## src/rtl/modclk_idle_pkg.sv

```systemverilog
package modclk_idle_pkg;

  localparam int MODE_W = 2;
  localparam int STAT_W = 2;

  localparam logic [MODE_W-1:0] MODE_OFF  = 2'd0;
  localparam logic [MODE_W-1:0] MODE_AUTO = 2'd1;
  localparam logic [MODE_W-1:0] MODE_ON   = 2'd2;

  // Status codes double as controller states
  typedef enum logic [STAT_W-1:0] {
    ST_RUN    = 2'd0,
    ST_IDLING = 2'd1,
    ST_PARKED = 2'd2,
    ST_OFF    = 2'd3
  } ctrl_state_e;

  typedef struct packed {
    logic loadRun;
    logic loadIdling;
    logic loadParked;
    logic loadOff;
    logic idleDone;
    logic vote;
  } ctrl_strobe_t;

endpackage

```

## src/rtl/modclk_idle_fsm.sv

```systemverilog
module modclk_idle_fsm
  import modclk_idle_pkg::*;
(
  input  logic              clk,
  input  logic              rstN,
  input  logic [MODE_W-1:0] modeSel,
  input  logic              domainActive,
  input  logic              idleAck,
  input  logic              wakeReq,
  output ctrl_strobe_t      strobe
);

  ctrl_state_e curState, nextState;
  logic [MODE_W-1:0] effMode;
  logic wantOff;

  // Reserved code folds onto disabled
  always_comb begin
    if (modeSel == MODE_ON || modeSel == MODE_AUTO) effMode = modeSel;
    else effMode = MODE_OFF;
  end

  assign wantOff = (effMode == MODE_OFF) && !wakeReq;

  always_comb begin
    nextState = curState;
    case (curState)
      ST_OFF: begin
        if (effMode == MODE_AUTO) nextState = domainActive ? ST_RUN : ST_PARKED;
        else if (!wantOff && domainActive) nextState = ST_RUN;
      end
      ST_RUN: begin
        if (wantOff) nextState = ST_IDLING;
        else if (effMode == MODE_AUTO && !domainActive) nextState = ST_PARKED;
      end
      ST_IDLING: begin
        if (!wantOff) nextState = ST_RUN;
        else if (idleAck) nextState = ST_OFF;
      end
      ST_PARKED: begin
        if (effMode == MODE_OFF) nextState = ST_OFF;
        else if (domainActive) nextState = ST_RUN;
      end
      default: nextState = ST_OFF;
    endcase
  end

  always_ff @(posedge clk or negedge rstN) begin
    if (!rstN) curState <= ST_OFF;
    else curState <= nextState;
  end

  always_comb begin
    strobe.loadRun    = (nextState == ST_RUN);
    strobe.loadIdling = (nextState == ST_IDLING);
    strobe.loadParked = (nextState == ST_PARKED);
    strobe.loadOff    = (nextState == ST_OFF);
    strobe.idleDone   = (curState == ST_IDLING) && (nextState == ST_OFF);
    strobe.vote       = (effMode == MODE_ON) || ((effMode == MODE_OFF) && wakeReq);
  end

endmodule

```

## src/rtl/modclk_idle_dp.sv

```systemverilog
module modclk_idle_dp
  import modclk_idle_pkg::*;
(
  input  logic              clk,
  input  logic              rstN,
  input  ctrl_strobe_t      strobe,
  output logic              clkEn,
  output logic              connect,
  output logic              idleReq,
  output logic              stayAwake,
  output logic [STAT_W-1:0] idleStatus,
  output logic              idleDonePulse
);

  always_ff @(posedge clk or negedge rstN) begin
    if (!rstN) begin
      clkEn         <= 1'b0;
      connect       <= 1'b0;
      idleReq       <= 1'b0;
      idleStatus    <= ST_OFF;
      stayAwake     <= 1'b0;
      idleDonePulse <= 1'b0;
    end else begin
      stayAwake     <= strobe.vote;
      idleDonePulse <= strobe.idleDone;
      if (strobe.loadRun) begin
        clkEn <= 1'b1; connect <= 1'b1; idleReq <= 1'b0; idleStatus <= ST_RUN;
      end else if (strobe.loadIdling) begin
        clkEn <= 1'b1; connect <= 1'b1; idleReq <= 1'b1; idleStatus <= ST_IDLING;
      end else if (strobe.loadParked) begin
        clkEn <= 1'b0; connect <= 1'b0; idleReq <= 1'b0; idleStatus <= ST_PARKED;
      end else if (strobe.loadOff) begin
        clkEn <= 1'b0; connect <= 1'b0; idleReq <= 1'b0; idleStatus <= ST_OFF;
      end
    end
  end

endmodule

```

## src/rtl/modclk_idle_ctrl.sv

```systemverilog
module modclk_idle_ctrl
  import modclk_idle_pkg::*;
(
  input  logic              clk,
  input  logic              rstN,
  input  logic [MODE_W-1:0] modeSel,
  input  logic              domainActive,
  input  logic              idleAck,
  input  logic              wakeReq,
  output logic              clkEn,
  output logic              connect,
  output logic              idleReq,
  output logic              stayAwake,
  output logic [STAT_W-1:0] idleStatus,
  output logic              idleDonePulse
);

  ctrl_strobe_t strobe;

  modclk_idle_fsm u_fsm (
    .clk(clk), .rstN(rstN), .modeSel(modeSel), .domainActive(domainActive),
    .idleAck(idleAck), .wakeReq(wakeReq), .strobe(strobe)
  );

  modclk_idle_dp u_dp (
    .clk(clk), .rstN(rstN), .strobe(strobe), .clkEn(clkEn), .connect(connect),
    .idleReq(idleReq), .stayAwake(stayAwake), .idleStatus(idleStatus),
    .idleDonePulse(idleDonePulse)
  );

endmodule

```

## config.mk

```make
export PLATFORM = sky130hd
export DESIGN_NAME = modclk_idle_ctrl
export DESIGN_NICKNAME = d
export VERILOG_FILES = /design/src/rtl/modclk_idle_pkg.sv /design/src/rtl/modclk_idle_fsm.sv /design/src/rtl/modclk_idle_dp.sv /design/src/rtl/modclk_idle_ctrl.sv
export SDC_FILE = /design/constraint.sdc
export NUM_CORES = 1
export LEC_CHECK = 0
export BUFFER_PORTS_ARGS = -buffer_cell sky130_fd_sc_hd__buf_2
export CORE_AREA = 5 5 43 45
export DETAILED_ROUTE_END_ITERATION = 8
export DIE_AREA = 0 0 48 50
export HOLD_SLACK_MARGIN = 0.15
export PLACE_DENSITY = 0.49
export SYNTH_ARGS = -nofsm -noshare
export SYNTH_HDL_FRONTEND = slang
export SYNTH_SLANG_ARGS = --single-unit
```

## constraint.sdc

```tcl
create_clock -name clk -period 1.4 [get_ports clk]
set_input_delay 0.28 -clock clk [delete_from_list [all_inputs] [get_ports clk]]
set_output_delay 0.28 -clock clk [all_outputs]
set_load 0.02 [all_outputs]
```

==> results of run 1 <==
registers in the layout, indices dropped and copies added, names as in the netlist:
name	count
u_dp.idleDonePulse	1
u_dp.idleStatus	2
u_dp.stayAwake	1
u_fsm.curState	2
u_dp.idleReq	1
u_dp.clkEn	1
routing by layer:
metal | vias up | track usage (%) | wire, µm
met5 | - | 0 | 0
met4 | 0 | 1.35 | 0
met3 | 0 | 6.55 | 99
met2 | 12 | 11.0 | 346
met1 | 140 | 7.22 | 294
li1 | 155 | - | -
layout make-up:
type                            instances  share of cell area [%]
Sequential cell                         8                    37.6
Clock buffer                            4                    4.82
Inverter                                2                    1.38
Multi-Input combinational cell         24                    36.0
Tap cell                               16                    3.67
Timing Repair Buffer                   16                    16.5
Yosys cell counts, drive strengths merged:
cell     number
dfrtp         4
dfstp         4
nand2         4
and2          3
nor2b         3
a21o          2
ha            2
inv           2
nand3b        2
a2111o        1
a22oi         1
a2bb2oi       1
and2b         1
buf           1
mux2i         1
nand2b        1
nand3         1
nor3b         1
critical path: stages:
cell and delay [ns]:
buf_2 0.10, inv_1 0.08, ha_4 0.22, and2_1 0.15, a2111o_1 0.41, and2_1 0.18
power groups by stage:
| stage | Sequential, mW | Clock, mW | Combinational [mW] |
|---|---|---|---|
| floorplan | 0.476 | 0 | 0.223 |
| global placement | 0.401 | 0 | 0.405 |
| detailed placement | 0.400 | 0 | 0.401 |
| CTS | 0.396 | 0.197 | 0.404 |
| global route | 0.407 | 0.214 | 0.441 |
| finish | 0.395 | 0.185 | 0.399 |
kinds of logic (layout without fill, tap and decap cells):
family | after synthesis | after routing | synth area share [%]
buf+inv | 3 | 22 | 3.72
mux | 1 | 1 | 2.48
flops | 8 | 8 | 50.8
simple gates | 16 | 16 | 23.5
fa+ha+maj | 2 | 2 | 6.19
compound gates | 5 | 5 | 13.3
final timing paths:
path                                        startpoint                           to  slack (ns)
max                                         modeSel[0]  u_fsm.curState[1]$_DFF_PN1_        0.14
min                                            wakeReq     u_dp.stayAwake$_DFF_PN0_        0.29
max reg2reg                u_fsm.curState[1]$_DFF_PN1_  u_fsm.curState[1]$_DFF_PN1_        0.17
min reg2reg                u_fsm.curState[1]$_DFF_PN1_  u_fsm.curState[0]$_DFF_PN1_        0.69
max in group asynchronous                         rstN  u_fsm.curState[0]$_DFF_PN1_        0.77
min in group asynchronous                         rstN     u_dp.stayAwake$_DFF_PN0_        0.39
layout by cell type, fill, tap and decap left out:
master         netlist  layout
a2111o_1             1       1
a21o_1               2       2
a22oi_2              1       1
a2bb2oi_2            1       1
and2_1               3       3
and2b_2              1       1
buf_2                0      13
buf_4                1       2
clkbuf_1             0       1
clkbuf_4             0       3
dfrtp_1              4       4
dfstp_2              4       4
dlygate4sd3_1        0       1
ha_1                 2       1
ha_4                 0       1
inv_1                2       2
mux2i_1              1       1
nand2_1              4       4
nand2b_1             1       1
nand3_1              1       1
nand3b_1             2       2
nor2b_1              3       3
nor3b_1              1       1
==> results.ini, run 1 <==
[run_status]
status = finished, final reports clean

[sta]
max_freq_ghz = 0.796
finClkSkew_ns = 0.00466
hold_viol = 0
rsz0062_at_grt = no
worst_slack_ns = 0.144
setup_tns_ns = 0
slew_violations = 0
worst_pin_slew_ns = 0.243
timing.final.crit_share_pct = 89.7
slew_headroom_pct = 83.8
setup_violations = 0
holdWs_ns = 0.293
min_period_ns = 1.26

[route]
detail_route.wl_per_cell_um = 10.6
num_vias = 307
ant_nets = 0
first_pass_iters = 1
vias_per_cell = 4.39
routed_wl_um = 740
drc_errors = 0
detail_route.iter0.violations = 0

[yosys]
synth.area.top_cells = dfstp_2 (26%), dfrtp_1 (25%), ha_1 (6.2%)
yosysSeqAreaShare_pct = 50.8
synthesis.nets = 44
synth_top_cell_by_area = dfstp_2
yosysUniqueCellTypes = 18
yosys_warnings = 0
synthCells = 35
synth_seq_cells = 8
synth_area_per_cell_um2 = 11.5
synth_top_area_share_pct = 26.0
syn_area_um2 = 404

[clock_tree]
clock_sinks = 8
clock_latency_ns = 0.25
cts_htree_levels = 1
post_cts_resized = 0
cts.clk_slew.worst_paths_ns = 0.06
cts_tree = done
cts_made_buffers = 3
clock_path_buffers = 2
cts_hold_buffers = 1
post-cts-setup-buffers = 0
cts-root-buf = clkbuf_4

[floorplan]
initial_core_util_pct = 28.1
num_rows = 14
die_h_um = 50
core_um2 = 1440
io_pins = 14
die_area_um2 = 2400
die_x_um = 48

[global_routing]
grt_antenna_before_repair = 0
grt_pass1_wl_um = 1190
grt_pass1_vias = 305
grtUsageTotal_pct = 7.20
grt_max_degree = 9
grt-ovfl-total = 0

[placed_design]
port_buffers = 13
place.gp.congestion = 0.667
dpl.cell_count = 65
postPlaceCellArea_um2 = 509
hpwl_um = 588
pre_cts_ws_ns = -0.126

[worst_setup_path]
startpoint_type = input pin
endpoint_kind = flip-flop
path_max_fanout = 6
cp.required_ns = 1.58
arrival_ns = 1.44
rr_worst_depth = 3
critPathKind = input pin to flip-flop

[cells_and_area]
final_cells = 70
diodes = 0
final-seq-area_um2 = 205
fill_cells = 156
finalInstanceArea_um2 = 546
nets = 64
syn2layout_area_growth_pct = 35.0
multiInputGateArea_um2 = 196
fin_util_pct = 38.0
drive_above_1_share_pct = 48.1

[power]
clockPowerShare_pct = 18.9
pwr_density_cell_nw_per_um2 = 1790
power.switching_mw = 0.345
ir_drop_uv = 552
combPwrFrac_pct = 40.8
p_int_mw = 0.634
pwr-share-seq_pct = 40.3
leakagePower_nw = 0.273
swShare_pct = 35.2
p_total_mw = 0.979

[job]
drv_cap = 0

[hold_path]
hold_depth = 2
min_path_type = input pin to flip-flop

(Power assumes the default switching activity.)
==> run 2: changes to the inputs <==
PLACE_DENSITY = not set   (was 0.49)
==> run 2 against run 1 <==
  * Flip-flop and latch count stayed put
  * Global-route usage is 0.15 points higher
  * Clock skew increased by 0.0015 ns
  * Non-clock buffer count rose by 1
  * Via count rose by 2.0%
  * Power is 0.18% higher
  * Critical endpoint unchanged
  * Largest cell class unchanged
==> results.ini, run 2 (same netlist as run 1, synthesis figures left out) <==
[clock_tree]
clock_latency_ns = 0.25
cts-root-buf = clkbuf_4
cts_made_buffers = 3
post-cts-setup-buffers = 0
cts_tree = done
clock_sinks = 8
clock_path_buffers = 2
cts_htree_levels = 1
cts.clk_slew.worst_paths_ns = 0.05

[hold_path]
min_path_type = input pin to flip-flop
hold_depth = 2
holdPathEnd = u_dp.stayAwake$_DFF_PN0_
min_from = wakeReq

[sta]
slew_violations = 0
finClkSkew_ns = 0.00611
slew_headroom_pct = 84.4
holdWs_ns = 0.314
timing.final.crit_share_pct = 89.3
rsz0062_at_grt = no
hold_viol = 0
max_freq_ghz = 0.800
setup_tns_ns = 0
min_period_ns = 1.25
worst_pin_slew_ns = 0.233
setup_violations = 0
worst_slack_ns = 0.150

[global_routing]
grt_max_degree = 9
grt_pass1_vias = 302
grt_antenna_before_repair = 0
grtUsageTotal_pct = 7.35
grt-ovfl-total = 0
grt_pass1_wl_um = 1240

[cells_and_area]
reg_top3 = u_dp.idleStatus (2), u_fsm.curState (2)
multiInputGateArea_um2 = 196
diodes = 0
fin_util_pct = 38.5
finalInstanceArea_um2 = 553
fill_cells = 154
final_cells = 71
nets = 65
final_common_cell = buf_2
final_cell_mix = buf_2 (13), nand2_1 (4), dfrtp_1 (4), dfstp_2 (4)
syn2layout_area_growth_pct = 36.8
final-seq-area_um2 = 205
drive_above_1_share_pct = 49.1

[power]
ir_drop_uv = 648
p_total_mw = 0.981
pwr_density_cell_nw_per_um2 = 1770
leakagePower_nw = 0.278

[floorplan]
core_um2 = 1440
die_h_um = 50
num_rows = 14
io_pins = 14
initial_core_util_pct = 28.1
die_area_um2 = 2400
die_x_um = 48

[worst_setup_path]
r2r-start = u_fsm.curState[1]$_DFF_PN1_
r2r_slack_ns = 0.17
r2r-end = u_fsm.curState[1]$_DFF_PN1_
path_max_fanout = 5
rr_worst_depth = 3
startpoint_type = input pin
critPathKind = input pin to flip-flop
cp.required_ns = 1.58
arrival_ns = 1.43
endpoint_kind = flip-flop

[route]
routed_wl_um = 773
first_pass_iters = 3
vias_per_cell = 4.41
detail_route.iter0.violations = 1
num_vias = 313
ant_nets = 0
detail_route.wl_per_cell_um = 10.9
drc_errors = 0

[placed_design]
hpwl_um = 625
port_buffers = 13
postPlaceCellArea_um2 = 517
place.gp.congestion = 0.645
dpl.cell_count = 66
pre_cts_ws_ns = -0.114

[job]
drv_cap = 0

[run_status]
status = finished, final reports clean

[run 2: cell count changes in the layout (fill, tap and decap cells not counted), sizes merged]
cell,change
buf,+1
[run 2: worst max-delay path, cell delays in order]
cell and delay, ns:
buf_2 0.11, inv_1 0.09, ha_4 0.22, and2_1 0.15
a2111o_1 0.40, and2_1 0.18
[run 2: cell type report]
cell class	instances	share of cell area, %
multi-input combinational	24	35.5
timing repair buffer	17	17.6
inverter	2	1.36
tap	16	3.62
clock buffer	4	4.75
sequential	8	37.1
[run 2: what timing repair did]
action,in CTS,in global routing
gates resized for setup,0,0
endpoints found under the hold margin,8,0
hold buffers,1,0
[run 2: worst max path at each step]
stage | cells after the start | slack (ns) | start | to
6_report | 6 | 0.15 | modeSel[0] | u_fsm.curState[1]$_DFF_PN1_
5_1_grt | 6 | 0.11 | modeSel[0] | u_fsm.curState[1]$_DFF_PN1_
4_1_cts | 6 | 0.15 | modeSel[0] | u_fsm.curState[1]$_DFF_PN1_
3_5_place_dp | 6 | -0.11 | modeSel[0] | u_dp.idleStatus[1]$_DFFE_PN1P_
3_3_place_gp | 6 | -0.11 | modeSel[0] | u_dp.idleStatus[1]$_DFFE_PN1P_
2_1_floorplan | 5 | 0.06 | modeSel[0] | u_dp.idleStatus[1]$_DFFE_PN1P_
[run 2: report_power, final]
group | switching (mW) | internal (mW)
sequential | 0.0458 | 0.350
clock | 0.0734 | 0.109
combinational | 0.225 | 0.178
total | 0.344 | 0.637
[run 2: metal layers]
| metal | routed length [µm] | track usage, % | vias to the layer above |
|---|---|---|---|
| li1 | - | - | 159 |
| met1 | 322 | 8.13 | 141 |
| met2 | 359 | 11.2 | 11 |
| met3 | 76 | 4.36 | 2 |
| met4 | 15 | 2.69 | 0 |
| met5 | 0 | 0 | - |
==> run 3: changes to the inputs <==
GPL_TIMING_DRIVEN = 0   (was not set)
==> run 3 against run 2 <==
  * Power increased by 2.1%
  * Largest cell class unchanged
  * Combinational power increased by 3%
  * Die area unchanged
  * Core utilization decreased by 1.0 points
==> results.ini, run 3 (same netlist as run 1, synthesis figures left out) <==
[route]
vias_per_cell = 4.55
first_pass_iters = 2
ant_nets = 0
routed_wl_um = 765
num_vias = 314
drc_errors = 0
detail_route.iter0.violations = 3
detail_route.wl_per_cell_um = 11.1

[cells_and_area]
nets = 63
diodes = 0
reg_top3 = u_dp.idleStatus (2), u_fsm.curState (2)
final_cell_mix = buf_2 (13), nand2_1 (4), dfrtp_1 (4), dfstp_2 (4)
multiInputGateArea_um2 = 196
final-seq-area_um2 = 205
drive_above_1_share_pct = 47.2
fill_cells = 155
final_common_cell = buf_2
syn2layout_area_growth_pct = 33.1

[floorplan]
die_x_um = 48
die_area_um2 = 2400
num_rows = 14
io_pins = 14
core_um2 = 1440
die_h_um = 50
initial_core_util_pct = 28.1

[hold_path]
min_path_type = input pin to flip-flop

[job]
drv_cap = 0

[worst_setup_path]
critPathLaunch = modeSel[0]
path_max_fanout = 6
worst-path-buf-inv = 2
cp_cell_sequence = buf_2 > inv_1 > ha_4 > and2_1 > a2111o_1 > and2_1
rr_worst_depth = 3
cp.depth = 6
arrival_ns = 1.44
endpoint_kind = flip-flop
r2r-start = u_fsm.curState[1]$_DFF_PN1_
crit_end = u_dp.idleStatus[1]$_DFFE_PN1P_
crit_family = compound AO/OA/AOI/OAI gates
critPathMostFrequentCell = and2_1
r2r-end = u_dp.idleStatus[1]$_DFFE_PN1P_
critPathKind = input pin to flip-flop
crit_path_top_delay_cell = a2111o_1
cp.required_ns = 1.58
max_stage_delay_ns = 0.41
r2r_slack_ns = 0.16
startpoint_type = input pin

[sta]
slew_violations = 0
timing.final.crit_share_pct = 89.8
rsz0062_at_grt = no
hold_viol = 0
min_period_ns = 1.26
slew_headroom_pct = 85.0
worst_pin_slew_ns = 0.224
setup_violations = 0
setup_tns_ns = 0
finClkSkew_ns = 0.00795
max_freq_ghz = 0.795

[run_status]
status = finished, final reports clean

[power]
swShare_pct = 35.4
clockPowerShare_pct = 18.9
pwr-share-seq_pct = 39.7
p_int_mw = 0.647
pwr_density_cell_nw_per_um2 = 1860
combPwrFrac_pct = 41.4
p_total_mw = 1.00
ir_drop_uv = 765
power.switching_mw = 0.354
leakagePower_nw = 0.268

[global_routing]
grt_antenna_before_repair = 0
grtUsageTotal_pct = 6.94
grt_max_degree = 9
grt-ovfl-total = 0
grt_pass1_vias = 286
grt_pass1_wl_um = 1170

[clock_tree]
cts_htree_levels = 1
clock_path_buffers = 2
clock_latency_ns = 0.26
post_cts_resized = 0
cts.clk_slew.worst_paths_ns = 0.06
cts-root-buf = clkbuf_4
clock_sinks = 8
cts_made_buffers = 3
cts_tree = done

[placed_design]
place.gp.congestion = 0.632
port_buffers = 13
hpwl_um = 587

==> run 3: final cells by class <==
cell class,instances,area share (%)
buffer,1,1.40
clock buffer,4,4.88
inverter,2,1.40
multi-input combinational,24,36.5
sequential,8,38.1
tap,16,3.72
timing repair buffer,14,14.0
==> run 3: per-stage QoR <==
step           worst slack, ns  instances  hold slack, ns  area (µm²)  utilization (%)
2_1_floorplan           0.0637         35         -0.0156         417                -
3_3_place_gp            -0.120         64           0.125         502             34.9
3_5_place_dp            -0.131         64           0.128         502             34.9
4_1_cts                  0.137         69           0.274         538             37.5
5_1_grt                 0.0887         69           0.293         538             37.5
6_report                 0.143         69           0.277         538             37.5
==> run 3: power groups by stage <==
stage               combinational [mW]  clock, mW  sequential, mW
finish                           0.415      0.189           0.397
detailed placement               0.420          0           0.402
floorplan                        0.223          0           0.476
global placement                 0.416          0           0.400
CTS                              0.423      0.199           0.398
global route                     0.456      0.210           0.407
==> run 3: worst register-to-register path: cells and delay by family (launching register included) <==
| kind | cells | cell delay, ns |
|---|---|---|
| simple gates | 2 | 0.39 |
| flops | 1 | 0.57 |
| compound gates | 1 | 0.22 |
==> run 3: metal layers <==
metal,routed length [µm],track usage (%)
met1,313,6.61
met3,84,4.36
met4,0,2.69
met5,0,0
met2,367,11.5
==> run 3: what timing repair did <==
item,CTS,global route
endpoints found under the hold margin,8,0
hold buffers,1,0
buffers inserted,0,0
==> run 3: worst min path at each step <==
stage,start,end,slack (ns),cells past startpoint
floorplan,rstN,u_dp.clkEn$_DFFE_PN0P_,-0.02,0
global placement,rstN,u_dp.stayAwake$_DFF_PN0_,0.12,1
detailed placement,rstN,u_dp.stayAwake$_DFF_PN0_,0.13,1
CTS,wakeReq,u_dp.stayAwake$_DFF_PN0_,0.27,2
global route,wakeReq,u_dp.stayAwake$_DFF_PN0_,0.29,2
finish,wakeReq,u_dp.stayAwake$_DFF_PN0_,0.28,2
